$ cat config.mk
export PLATFORM = sky130hd
export DESIGN_NAME = shared_ram_arbiter
export DESIGN_NICKNAME = d
export VERILOG_FILES = /design/src/rtl/sra_pkg.sv /design/src/rtl/sra_arb_fsm.sv /design/src/rtl/sra_port_sel.sv /design/src/rtl/sra_store.sv /design/src/rtl/shared_ram_arbiter.sv
export SDC_FILE = /design/constraint.sdc
export NUM_CORES = 1
export LEC_CHECK = 0
export BUFFER_PORTS_ARGS = -buffer_cell sky130_fd_sc_hd__clkbuf_2
export CAP_MARGIN = 20
export CORE_AREA = 2 2 95 97
export CTS_CLUSTER_DIAMETER = 150
export DETAILED_ROUTE_END_ITERATION = 7
export DIE_AREA = 0 0 97 99
export PLACE_DENSITY = 0.66
export SLEW_MARGIN = 20
export SYNTH_ARGS = -nofsm -noshare
export SYNTH_HDL_FRONTEND = slang
export SYNTH_HIERARCHICAL = 1
export SYNTH_SLANG_ARGS = --single-unit
$ cat constraint.sdc
create_clock -name clk -period 3.25 [get_ports clk]
set_input_delay 0.325 -clock clk [delete_from_list [all_inputs] [get_ports clk]]
set_output_delay 0.325 -clock clk [all_outputs]
set_load 0.02 [all_outputs]
$ cat src/rtl/sra_pkg.sv
package sra_pkg;
    // Arbiter states; acknowledges are decoded from these alone (Moore)
    typedef enum logic [1:0] {
        ST_IDLE    = 2'd0,
        ST_SERVE_A = 2'd1,
        ST_SERVE_B = 2'd2
    } arb_state_e;
endpackage

$ cat src/rtl/sra_arb_fsm.sv
// Fixed-priority Moore arbiter for two clients.
// Client B wins a tie. A grant lasts as long as the client's request
// stays high, and the FSM always passes through IDLE between grants.
// Assumes requests are synchronous to clk.
module sra_arb_fsm
    import sra_pkg::*;
(
    input  logic clk,
    input  logic rst_n,
    input  logic req_a,
    input  logic req_b,
    output logic launch,
    output logic pick_b,
    output logic ack_a,
    output logic ack_b
);

    arb_state_e state_q;
    arb_state_e state_d;

    // Next-state selection with fixed priority to client B
    always_comb begin
        state_d = state_q;
        unique case (state_q)
            ST_IDLE: begin
                if (req_b) begin
                    state_d = ST_SERVE_B;
                end else if (req_a) begin
                    state_d = ST_SERVE_A;
                end
            end
            ST_SERVE_A: begin
                if (!req_a) state_d = ST_IDLE;
            end
            ST_SERVE_B: begin
                if (!req_b) state_d = ST_IDLE;
            end
            default: state_d = ST_IDLE;
        endcase
    end

    // State register with synchronous active-low reset
    always_ff @(posedge clk) begin
        if (!rst_n) begin
            state_q <= ST_IDLE;
        end else begin
            state_q <= state_d;
        end
    end

    // Access strobe for the granting edge and the winner's identity
    assign launch = (state_q == ST_IDLE) && (req_a || req_b);
    assign pick_b = req_b;

    // Moore acknowledges decoded from the current state only
    assign ack_a = (state_q == ST_SERVE_A);
    assign ack_b = (state_q == ST_SERVE_B);

endmodule

$ cat src/rtl/sra_port_sel.sv
// Routes the command fields of the winning client to the storage.
// Assumes pick_b is only used while a grant is being launched.
module sra_port_sel #(
    parameter int ADDR_W = 4,
    parameter int DATA_W = 8
) (
    input  logic              pick_b,
    input  logic              a_wr,
    input  logic [ADDR_W-1:0] a_addr,
    input  logic [DATA_W-1:0] a_wdata,
    input  logic              b_wr,
    input  logic [ADDR_W-1:0] b_addr,
    input  logic [DATA_W-1:0] b_wdata,
    output logic              sel_wr,
    output logic [ADDR_W-1:0] sel_addr,
    output logic [DATA_W-1:0] sel_wdata
);

    localparam int CMD_W = 1 + ADDR_W + DATA_W;

    logic [CMD_W-1:0] cmd_a;
    logic [CMD_W-1:0] cmd_b;
    logic [CMD_W-1:0] cmd_sel;

    assign cmd_a = {a_wr, a_addr, a_wdata};
    assign cmd_b = {b_wr, b_addr, b_wdata};

    // Two-way select of the packed command
    always_comb begin
        cmd_sel = pick_b ? cmd_b : cmd_a;
    end

    assign {sel_wr, sel_addr, sel_wdata} = cmd_sel;

endmodule

$ cat src/rtl/sra_store.sv
// Single-port word store with a registered read port.
// One access happens on each cycle `en` is high. Addresses at or above
// DEPTH match no word: writes there are dropped and reads there give 0.
// Words have no reset; only the read register is cleared by rst_n.
module sra_store #(
    parameter int DEPTH  = 10,
    parameter int ADDR_W = 4,
    parameter int DATA_W = 8
) (
    input  logic              clk,
    input  logic              rst_n,
    input  logic              en,
    input  logic              wr,
    input  logic [ADDR_W-1:0] addr,
    input  logic [DATA_W-1:0] wdata,
    output logic [DATA_W-1:0] rd_q
);

    logic [DEPTH-1:0][DATA_W-1:0] words;
    logic [DATA_W-1:0]            rd_sel;

    // One register per word, each with its own address decode
    for (genvar i = 0; i < DEPTH; i++) begin : g_word
        localparam logic [ADDR_W-1:0] IDX = ADDR_W'(i);
        logic [DATA_W-1:0] word_q;

        // Capture write data when this word is the write target
        always_ff @(posedge clk) begin
            if (en && wr && (addr == IDX)) begin
                word_q <= wdata;
            end
        end

        assign words[i] = word_q;
    end

    // Read selection; an address with no matching word yields zero
    always_comb begin
        rd_sel = '0;
        for (int k = 0; k < DEPTH; k++) begin
            if (addr == ADDR_W'(k)) rd_sel = words[k];
        end
    end

    // Read register: loaded once per access, zero for writes
    always_ff @(posedge clk) begin
        if (!rst_n) begin
            rd_q <= '0;
        end else if (en) begin
            rd_q <= wr ? '0 : rd_sel;
        end
    end

endmodule

$ cat src/rtl/shared_ram_arbiter.sv
// Two-client shared byte store.
// A fixed-priority Moore arbiter (client B first) grants one
// four-phase handshake at a time. The access is performed on the
// granting edge, and acknowledge plus read data follow one cycle later.
// Assumes clients hold their command fields stable while requesting.
module shared_ram_arbiter #(
    parameter int DEPTH  = 10,
    parameter int ADDR_W = 4,
    parameter int DATA_W = 8
) (
    input  logic              clk,
    input  logic              rst_n,
    input  logic              a_req,
    input  logic              a_wr,
    input  logic [ADDR_W-1:0] a_addr,
    input  logic [DATA_W-1:0] a_wdata,
    output logic              a_ack,
    output logic [DATA_W-1:0] a_rdata,
    input  logic              b_req,
    input  logic              b_wr,
    input  logic [ADDR_W-1:0] b_addr,
    input  logic [DATA_W-1:0] b_wdata,
    output logic              b_ack,
    output logic [DATA_W-1:0] b_rdata
);

    logic              launch;
    logic              pick_b;
    logic              sel_wr;
    logic [ADDR_W-1:0] sel_addr;
    logic [DATA_W-1:0] sel_wdata;
    logic [DATA_W-1:0] rd_q;

    sra_arb_fsm u_fsm (
        .clk    (clk),
        .rst_n  (rst_n),
        .req_a  (a_req),
        .req_b  (b_req),
        .launch (launch),
        .pick_b (pick_b),
        .ack_a  (a_ack),
        .ack_b  (b_ack)
    );

    sra_port_sel #(
        .ADDR_W (ADDR_W),
        .DATA_W (DATA_W)
    ) u_sel (
        .pick_b    (pick_b),
        .a_wr      (a_wr),
        .a_addr    (a_addr),
        .a_wdata   (a_wdata),
        .b_wr      (b_wr),
        .b_addr    (b_addr),
        .b_wdata   (b_wdata),
        .sel_wr    (sel_wr),
        .sel_addr  (sel_addr),
        .sel_wdata (sel_wdata)
    );

    sra_store #(
        .DEPTH  (DEPTH),
        .ADDR_W (ADDR_W),
        .DATA_W (DATA_W)
    ) u_store (
        .clk   (clk),
        .rst_n (rst_n),
        .en    (launch),
        .wr    (sel_wr),
        .addr  (sel_addr),
        .wdata (sel_wdata),
        .rd_q  (rd_q)
    );

    // Read data reaches only the client currently acknowledged
    assign a_rdata = a_ack ? rd_q : '0;
    assign b_rdata = b_ack ? rd_q : '0;

endmodule

; Word level (Yosys, flattened, before mapping)
; Cells that the tools add are included.
[totals]
register_bits = 90
input_bits = 30
output_inout_bits = 18
elab_cells = 61
[op_classes]
n_eq_ne = 14
n_mux = 19
reduce_logical = 16
[ops]
columns = operator, n
row1 = 2-to-1 mux 8 bit, 13
row2 = "== test 4 x 3 -> 1 bit, second input constant", 4
row3 = 2-to-1 mux 13 bit, 1
row4 = logical AND 1 bit, 12
row5 = "== test 4 x 2 -> 1 bit, second input constant", 2
row6 = "== test 4 bit, second input constant", 2
row7 = 2-to-1 mux 2 bit, 4
row8 = case mux 2 bit (3 select lines), 1
row9 = "== test 4 x 1 -> 1 bit, second input constant", 1
row10 = logical NOT 4 bit, 1
row11 = "!= test 2 bit, second input constant", 2
row12 = "!= test 3 bit, second input constant", 1
row13 = AND reduction 3 bit, 1
row14 = "== test 2 x 1 -> 1 bit, second input constant", 1
row15 = "== test 2 bit, second input constant", 1
row16 = logical NOT 2 bit, 1
row17 = logical OR 1 bit, 1

; Logic depth before layout (Yosys ltp)
; Gate-level depths: netlist (run 1).
[logic_depth]
depth_word = 13
mapped_depth = 10

; By module
; Netlist (run 1), hierarchy kept.
[modules_own_cells]
columns = module, instances, cells_each, area_each_um2
row1 = sra_store, 1, 252, 3583.4
row2 = sra_port_sel, 1, 14, 195.2
row3 = shared_ram_arbiter, 1, 16, 100.1
row4 = sra_arb_fsm, 1, 11, 97.6

; Least setup slack after synthesis (run 1)
; Ideal clock, no wire load.
[synth_path]
kind = input -> register
startpoint = input b_req
endpoint = register u_store.g_word[4].word_q[0], enable pin
setup_ps = 395
arrival_time_ps = 2332
required_time_ps = 2855
slack_ps = 523
cell_stages = 7
path_buffers = 4
path_cell_list = buf_4 > buf_6 > mux2_4 > nand2b_1 > buf_2 > buf_2 > nor4_1
[synth_via]
word_cells_on_any_way = 6
[synth_lines]
columns = element, line
row1 = "start, declared", shared_ram_arbiter.sv:19  ; input logic b_req,
row2 = 2-to-1 mux 13 bit, sra_port_sel.sv:30  ; cmd_sel = pick_b ? cmd_b : cmd_a;
row3 = net sel_addr[3], shared_ram_arbiter.sv:30  ; logic [ADDR_W-1:0] sel_addr;
row4 = == test 4 x 3 -> 1 bit, sra_store.sv:29  ; if (en && wr && (addr == IDX)) begin
row5 = logical AND 1 bit, sra_store.sv:29
row6 = "end signal, assigned", sra_store.sv:30  ; word_q <= wdata;
row7 = "end, declared", sra_store.sv:25  ; logic [DATA_W-1:0] word_q;
; The timed path passes the listed nets, and every way through them passes these cells.
; A chain may end at the register's enable or synchronous reset.

; Worst setup path after layout (run 1)
[layout_path]
startpoint = input b_req
endpoint = register u_store.g_word[9].word_q[7], enable pin
[layout_via]
word_cells_on_any_way = 6
[layout_lines]
columns = element, line
row1 = 2-to-1 mux 13 bit, sra_port_sel.sv:30
row2 = net sel_addr[1], shared_ram_arbiter.sv:30
row3 = == test 4 bit, sra_store.sv:29
row4 = logical AND 1 bit, sra_store.sv:29
row5 = "end signal, assigned", sra_store.sv:30
row6 = "end, declared", sra_store.sv:25
; The timed path passes the listed nets, and every way through them passes these cells.

==> results of run 1 <==
## cell type report
cell class / count / area (um2)
Timing Repair Buffer: 56 / 303
Tap cell: 108 / 135
Inverter: 1 / 3.75
Fill cell: 737 / 4030
Multi-Input combinational cell: 186 / 1280
Clock buffer: 11 / 141
Clock inverter: 5 / 60.1
Sequential cell: 90 / 2600
## cell usage after synthesis
master     number
nor3_1          5
buf_1           1
a311oi_1        1
clkbuf_1        2
nor2_1         24
mux2i_1         8
nand2b_1       11
mux2_4         10
nand3_1         1
nor2b_1         5
and2_1         17
mux2_2          3
nor2b_2         2
nand2_2         1
o22ai_1         7
o311a_1         1
buf_2           9
a211oi_1        1
o21ai_1         2
nor4_1          1
buf_6           1
edfxtp_1       80
nand2_1        15
o221ai_1        7
nand3b_1        8
dfxtp_1        10
inv_1           1
o31ai_1         1
nor3_4          2
a21oi_1        14
a221oi_1       15
o21ai_0         9
and3_1          7
o2bb2ai_1       7
nor3_2          1
buf_4           3
## state kept, by name, summed over array words and instances (netlist names)
signal and flops:
u_fsm/state_q 2, u_store/g_word.word_q 80, u_store/rd_q 8
## worst reg2reg max path, delay by kind of cell (launching register included)
kind / cells / cell delay (ns)
and+or+nand+nor: 3 / 1.31
DFF: 1 / 0.37
## cell families after synthesis
group                  Yosys count  share of synthesized area, %
AO/OA/AOI/OAI                   65                          11.5
multiplexers                    21                          6.64
AND/OR/NAND/NOR                100                          14.1
buffers and inverters           17                          2.36
flip-flops                      90                          65.4
## per-stage QoR
step / utilization (%) / setup WS, ns / instance area [um2] / std cells
final: 52.9 / 1.10 / 4530 / 457
after global routing: 52.9 / 1.01 / 4530 / 457
after CTS: 52.9 / 1.09 / 4530 / 457
after detailed placement: 50.6 / 0.723 / 4320 / 441
after global placement: 50.6 / 0.800 / 4320 / 441
after floorplan: - / 0.523 / 3980 / 293
## power breakdown
part / internal (mW) / total, mW / switching, mW
Combinational: 0.0935 / 0.249 / 0.156
Sequential: 1.28 / 1.29 / 0.00915
Clock: 0.383 / 0.763 / 0.379
Total: 1.76 / 2.30 / 0.544
## worst paths after layout
path / to / slack [ns] / from
worst max register to register: u_store/g_word[2].word_q[0] / 1.20 / u_fsm/state_q[0]
worst min-delay path: u_fsm/state_q[0] / 0.24 / a_req
worst min register to register: u_fsm/state_q[0] / 0.53 / u_fsm/state_q[1]
worst max-delay path: u_store/g_word[9].word_q[7] / 1.10 / b_req
## cells in the final DEF, fill, tap and decap left out, types with 2 or more instances in the layout
| master | instances |
|---|---|
| edfxtp_1 | 80 |
| clkbuf_2 | 47 |
| nor2_1 | 24 |
| and2_1 | 17 |
| nand2_1 | 15 |
| a221oi_1 | 15 |
| a21oi_1 | 14 |
| nand2b_1 | 11 |
| clkbuf_8 | 10 |
| dfxtp_1 | 10 |
| mux2_4 | 10 |
| buf_4 | 9 |
| o21ai_0 | 9 |
| mux2i_1 | 8 |
| nand3b_1 | 8 |
| o221ai_1 | 7 |
| o22ai_1 | 7 |
| o2bb2ai_1 | 7 |
| and3_1 | 7 |
| nor2b_1 | 5 |
| nor3_1 | 5 |
| mux2_2 | 3 |
| inv_6 | 2 |
| inv_4 | 2 |
| nor2b_2 | 2 |
| o21ai_1 | 2 |
| nor3_4 | 2 |
## layer usage
metal | part of all wire, % | GRT usage (%)
met1 | 40 | 24.3
met2 | 52 | 31.8
met3 | 7.9 | 3.62
met4 | 0.62 | 4.66
met5 | 0 | 0
==> results.md, run 1 <==
* Status: finished clean
* WP data required at between 3 and 4 ns
* CTS Hold Bufs at 0
* Final worst path period need at 2.15 ns
* Drt drc at 0
* Initial Util at ~47%
* Worst vdd ir at 0.374 mV
* Worst hold path depth at 3
* Synthesized area per cell at 13.6 um2
* CTS tree: done
* Max_cap viols at 0
* Setup TNS at 0 ns
* # diodes at 0
* Hold Path Class: in -> reg
* Grt total ovfl at 0
* Hold WS at ~0.24 ns
* Mapped Area at ~4000 um2
* Fin. Hold Viols at 0
* Vias in the first global route at around 2600
* Clock tree buffer depth at 2
* Syn_nets at 323
* WS Path Type: in -> reg
* Pins Over Slew Limit at 0
* Cts repair resizes at 0
* Vias per cell at between 5 and 6
* CTS Buf Count at 9
* Die Width at between 90 and 100 um
* Post-synth top area cell: edfxtp_1
* Final WL at 8.73 mm
* GRT Overall Usage at 18.5%
* Initial antenna violation count at 0
* Post-CTS setup buffers at 0
* Syn-to-layout area delta at 13.8%
* Rows at 34
* Max_slew headroom at 50.8%
* Die Span Y at 99 um
* Slew @ Worst Pin at 0.736 ns
* # clock sinks at 90
* Crit path cell chain: clkbuf_2 > mux2_4 > nor2b_1 > buf_4 > nand2_2 > nor2_1
* Worst-path fanout max at 41
* Routability Congestion at approximately 0.85
* Seq cells post-synth at 90
* Post-route antenna net violation count at 0
* Max incr delay on CP at about 0.53 ns
* Fin crit share at 66.1%
* First-pass GRT wire length at around 13 mm
* Setup crit start kind: primary input
* Worst skew pair latency at 0.34 ns
* Io pins at 48
* Seq/Total Area, Yosys at 65.4%
* Synth Warn # at 6
* Synth Instances at between 200 and 300
* Total iterations of the first detailed-routing run at 5
* Setup violators final at 0
* Drt initial violations at 220
* CP Buf/Inv Count at 2
* # port buffers at 47
* Final Power at 2.30 mW
* Layout cells sized above 1 at 25.8%
* Yosys cell types at 36
* Nets at 374
* Drt wl/cell at roughly 19 um
* H-tree levels at 3
* Max Clk Rate at 466 MHz
* Crit-path slowest cell: nor2_1
* Clock slew at reported path FFs at 0.09 ns
* Die area at 9600 um2
* Reg2Reg Depth at 3
* Clk root buf: clkbuf_8
* Top cell type's share of synthesized area at 60.4%
* Setup crit end kind: flip-flop
* HPWL Detailed at around 6.0 mm
* Largest net degree at the start of global routing at 42
* Static leakage at about 1.6 nW
* Most area-consuming cells after synthesis: edfxtp_1 60%, dfxtp_1 5.0%, mux2_4 3.8%
* Largest delay contributor family on the critical path: simple AND/OR/NAND/NOR gates
* PwrDens at 509 nW/um2
* Skew final at 0.0108 ns
* Worst path arrival time at roughly 2.1 ns
* Core Area at 8550 um2
* Via count at between 2000 and 3000
* RSZ-0062 raised after global routing: no
* Crit. path cell count at 6
Note: power is estimated with default switching activity, not from simulation.
==> run 2: changes to the inputs <==
- PLACE_DENSITY: 0.66 -> 0.69
- clock period: 3.25 -> 1.8 ns (I/O delays scaled with it)
==> run 2 against run 1 <==
Total power is 83% higher. Die area is the same. Worst hold slack lost 0.18 ns. Clock skew is 0.00069 ns lower. Critical path depth rose by 1. Global-route usage increased by 1.0 points. Via count is 4.6% higher. First-iteration DRC count down 4.5%. Register-to-register slack lost 1.1 ns. Critical endpoint is now u_store/rd_q[0]. Highest routed layer unchanged.
==> results.md, run 2 (synthesis gave the netlist of run 1 again) <==
* HP Start: a_req
* # port buffers at 47 (unchanged)
* Drt wl/cell at 18.7 um (-2.0%)
* Io pins at 48 (unchanged)
* CTS Hold Bufs at 0 (unchanged)
* Vias per cell at 5.65 (-3.2%)
* Initial antenna violation count at 0 (unchanged)
* Grt total ovfl at 0 (unchanged)
* GRT Overall Usage at 19.5% (+1.0 points)
* Clock tree buffer depth at 2 (unchanged)
* Die area at 9600 um2 (unchanged)
* Clock slew at reported path FFs at 0.09 ns (about the same)
* Max Clk Rate at 569 MHz
* Placed cell area at 4760 um2 (+10%)
* Drt initial violations at 210 (-4.5%)
* H-tree levels at 3 (unchanged)
* Initial Util at 46.5% (unchanged)
* Most common cell after layout, fill and taps aside: edfxtp_1
* Vias in the first global route at 2809 (+9.0%)
* Layout cells sized above 1 at 38.1% (+12 points)
* Setup TNS at 0 ns (unchanged)
* Core Area at 8550 um2 (unchanged)
* Largest net degree at the start of global routing at 21 (-50%)
* Final WL at 9.26 mm (+6.0%)
* Max_cap viols at 0 (unchanged)
* Clk root buf: clkbuf_8
* Critical Path Source: b_req
* Die Span Y at 99 um (unchanged)
* CTS tree: done
* Hold Path Class: in -> reg
* Via count at 2791 (+4.6%)
* Final worst path period need at ~1.8 ns
* Routability Congestion at 0.859 (+1.4%)
* Fin area at 4990 um2 (+10%)
* Final Power at 4.22 mW (+83%)
* Hold WS at 0.0529 ns (-0.184 ns)
* Crit path cell chain: clkbuf_4 > mux2_4 > buf_4 > nor3_4 > a221oi_1 > a311oi_1 > o311a_1
* Slew @ Worst Pin at 0.628 ns (-0.108 ns)
* Setup crit start kind: primary input
* # clock sinks at 90 (unchanged)
* PwrDens at 846 nW/um2 (+66%)
* Setup violators final at 0 (unchanged)
* Most frequent cells in the layout: 80 x edfxtp_1, 46 x clkbuf_2, 40 x buf_4
* Worst vdd ir at 0.544 mV (+45%)
* Fin crit share at 97.7%
* Max incr delay on CP at 0.42 ns (-0.11 ns)
* Nets at 411 (+9.9%)
* Crit-path slowest cell: mux2_4
* Post-CTS setup buffers at 0 (unchanged)
* Rows at 34 (unchanged)
* First-pass GRT wire length at 14.2 mm (+6.1%)
* R2R Path Start: u_fsm/state_q[0]
* Largest register FFs at 80 (unchanged)
* Post-route antenna net violation count at 0 (unchanged)
* WS Path Type: in -> reg
* Die Width at 97 um (unchanged)
* Total iterations of the first detailed-routing run at 4 (-1)
* Syn-to-layout area delta at 25.4%
* Skew final at 0.0101 ns (-0.000686 ns)
* Setup crit end kind: flip-flop
* WP data required at 2.10 ns (-1.13 ns)
* Fin. Hold Viols at 0 (unchanged)
* Worst skew pair latency at 0.36 ns (+0.02 ns)
* Reg with most FFs: u_store/g_word.word_q
* Worst-path fanout max at 19 (-54%)
* Final core occ at 58.3% (+5.4 points)
* Max_slew headroom at 58.0% (+7.2 points)
* RSZ-0062 raised after global routing: no
* # diodes at 0 (unchanged)
* HPWL Detailed at 6.48 mm (+8.5%)
* Static leakage at 1.89 nW (+15%)
* Pins Over Slew Limit at 0 (unchanged)
* Worst path arrival time at 2.06 ns (-0.07 ns)
* Biggest regs: u_store/g_word.word_q (80), u_store/rd_q (8), u_fsm/state_q (2)
* Cts repair resizes at 0 (unchanged)
* Status: finished clean
* Drt drc at 0 (unchanged)
* CTS Buf Count at 9 (unchanged)
==> run 2: cell types whose count changed in the layout (fill, tap and decap cells not counted), sizes merged <==
cell / previous run / this run
buf: 9 / 45
inv: 5 / 2
clkinv: 0 / 2
clkinvlp: 0 / 2
bufinv: 1 / 0
mux2: 13 / 14
==> run 2: cell type report <==
type,count,area [um2]
fill,680,3560
sequential,90,2600
multi-input combinational,187,1420
timing repair buffer,92,638
clock buffer,11,153
tap,108,135
clock inverter,5,37.5
inverter,1,3.75
==> run 2: stage by stage <==
step	setup WS (ns)	std cells
6_report	0.0419	494
5_1_grt	0.00744	494
4_1_cts	0.00967	493
3_5_place_dp	-0.352	477
3_3_place_gp	-0.297	477
2_1_floorplan	-0.217	293
==> run 2: per-layer routing <==
| layer | track usage [%] | vias up | share of wire [%] |
|---|---|---|---|
| met5 | 0 | - | 0 |
| met4 | 6.28 | 0 | 1.2 |
| met3 | 4.40 | 13 | 5.0 |
| met2 | 33.8 | 87 | 52 |
| met1 | 24.4 | 1381 | 42 |
| li1 | - | 1310 | - |
==> run 2: where the power goes <==
part	internal (mW)	leakage [nW]	switching (mW)
Sequential	2.32	0.802	0.0165
Clock	0.591	0.0911	0.711
Combinational	0.252	0.993	0.332
==> run 2: worst paths after layout <==
kind	end	slack, ns	depth (start not counted)
setup / recovery	u_store/rd_q[0]	0.04	7
hold / removal	u_fsm/state_q[0]	0.05	3
setup reg to reg	u_store/g_word[4].word_q[6]	0.13	6
hold reg to reg	u_fsm/state_q[0]	0.50	1
==> run 2: worst max-delay path: cells and delay by family <==
family          cells  cell delay (ns)
mux                 1             0.42
compound gates      3             0.64
simple gates        1             0.35
buf+inv             2             0.46
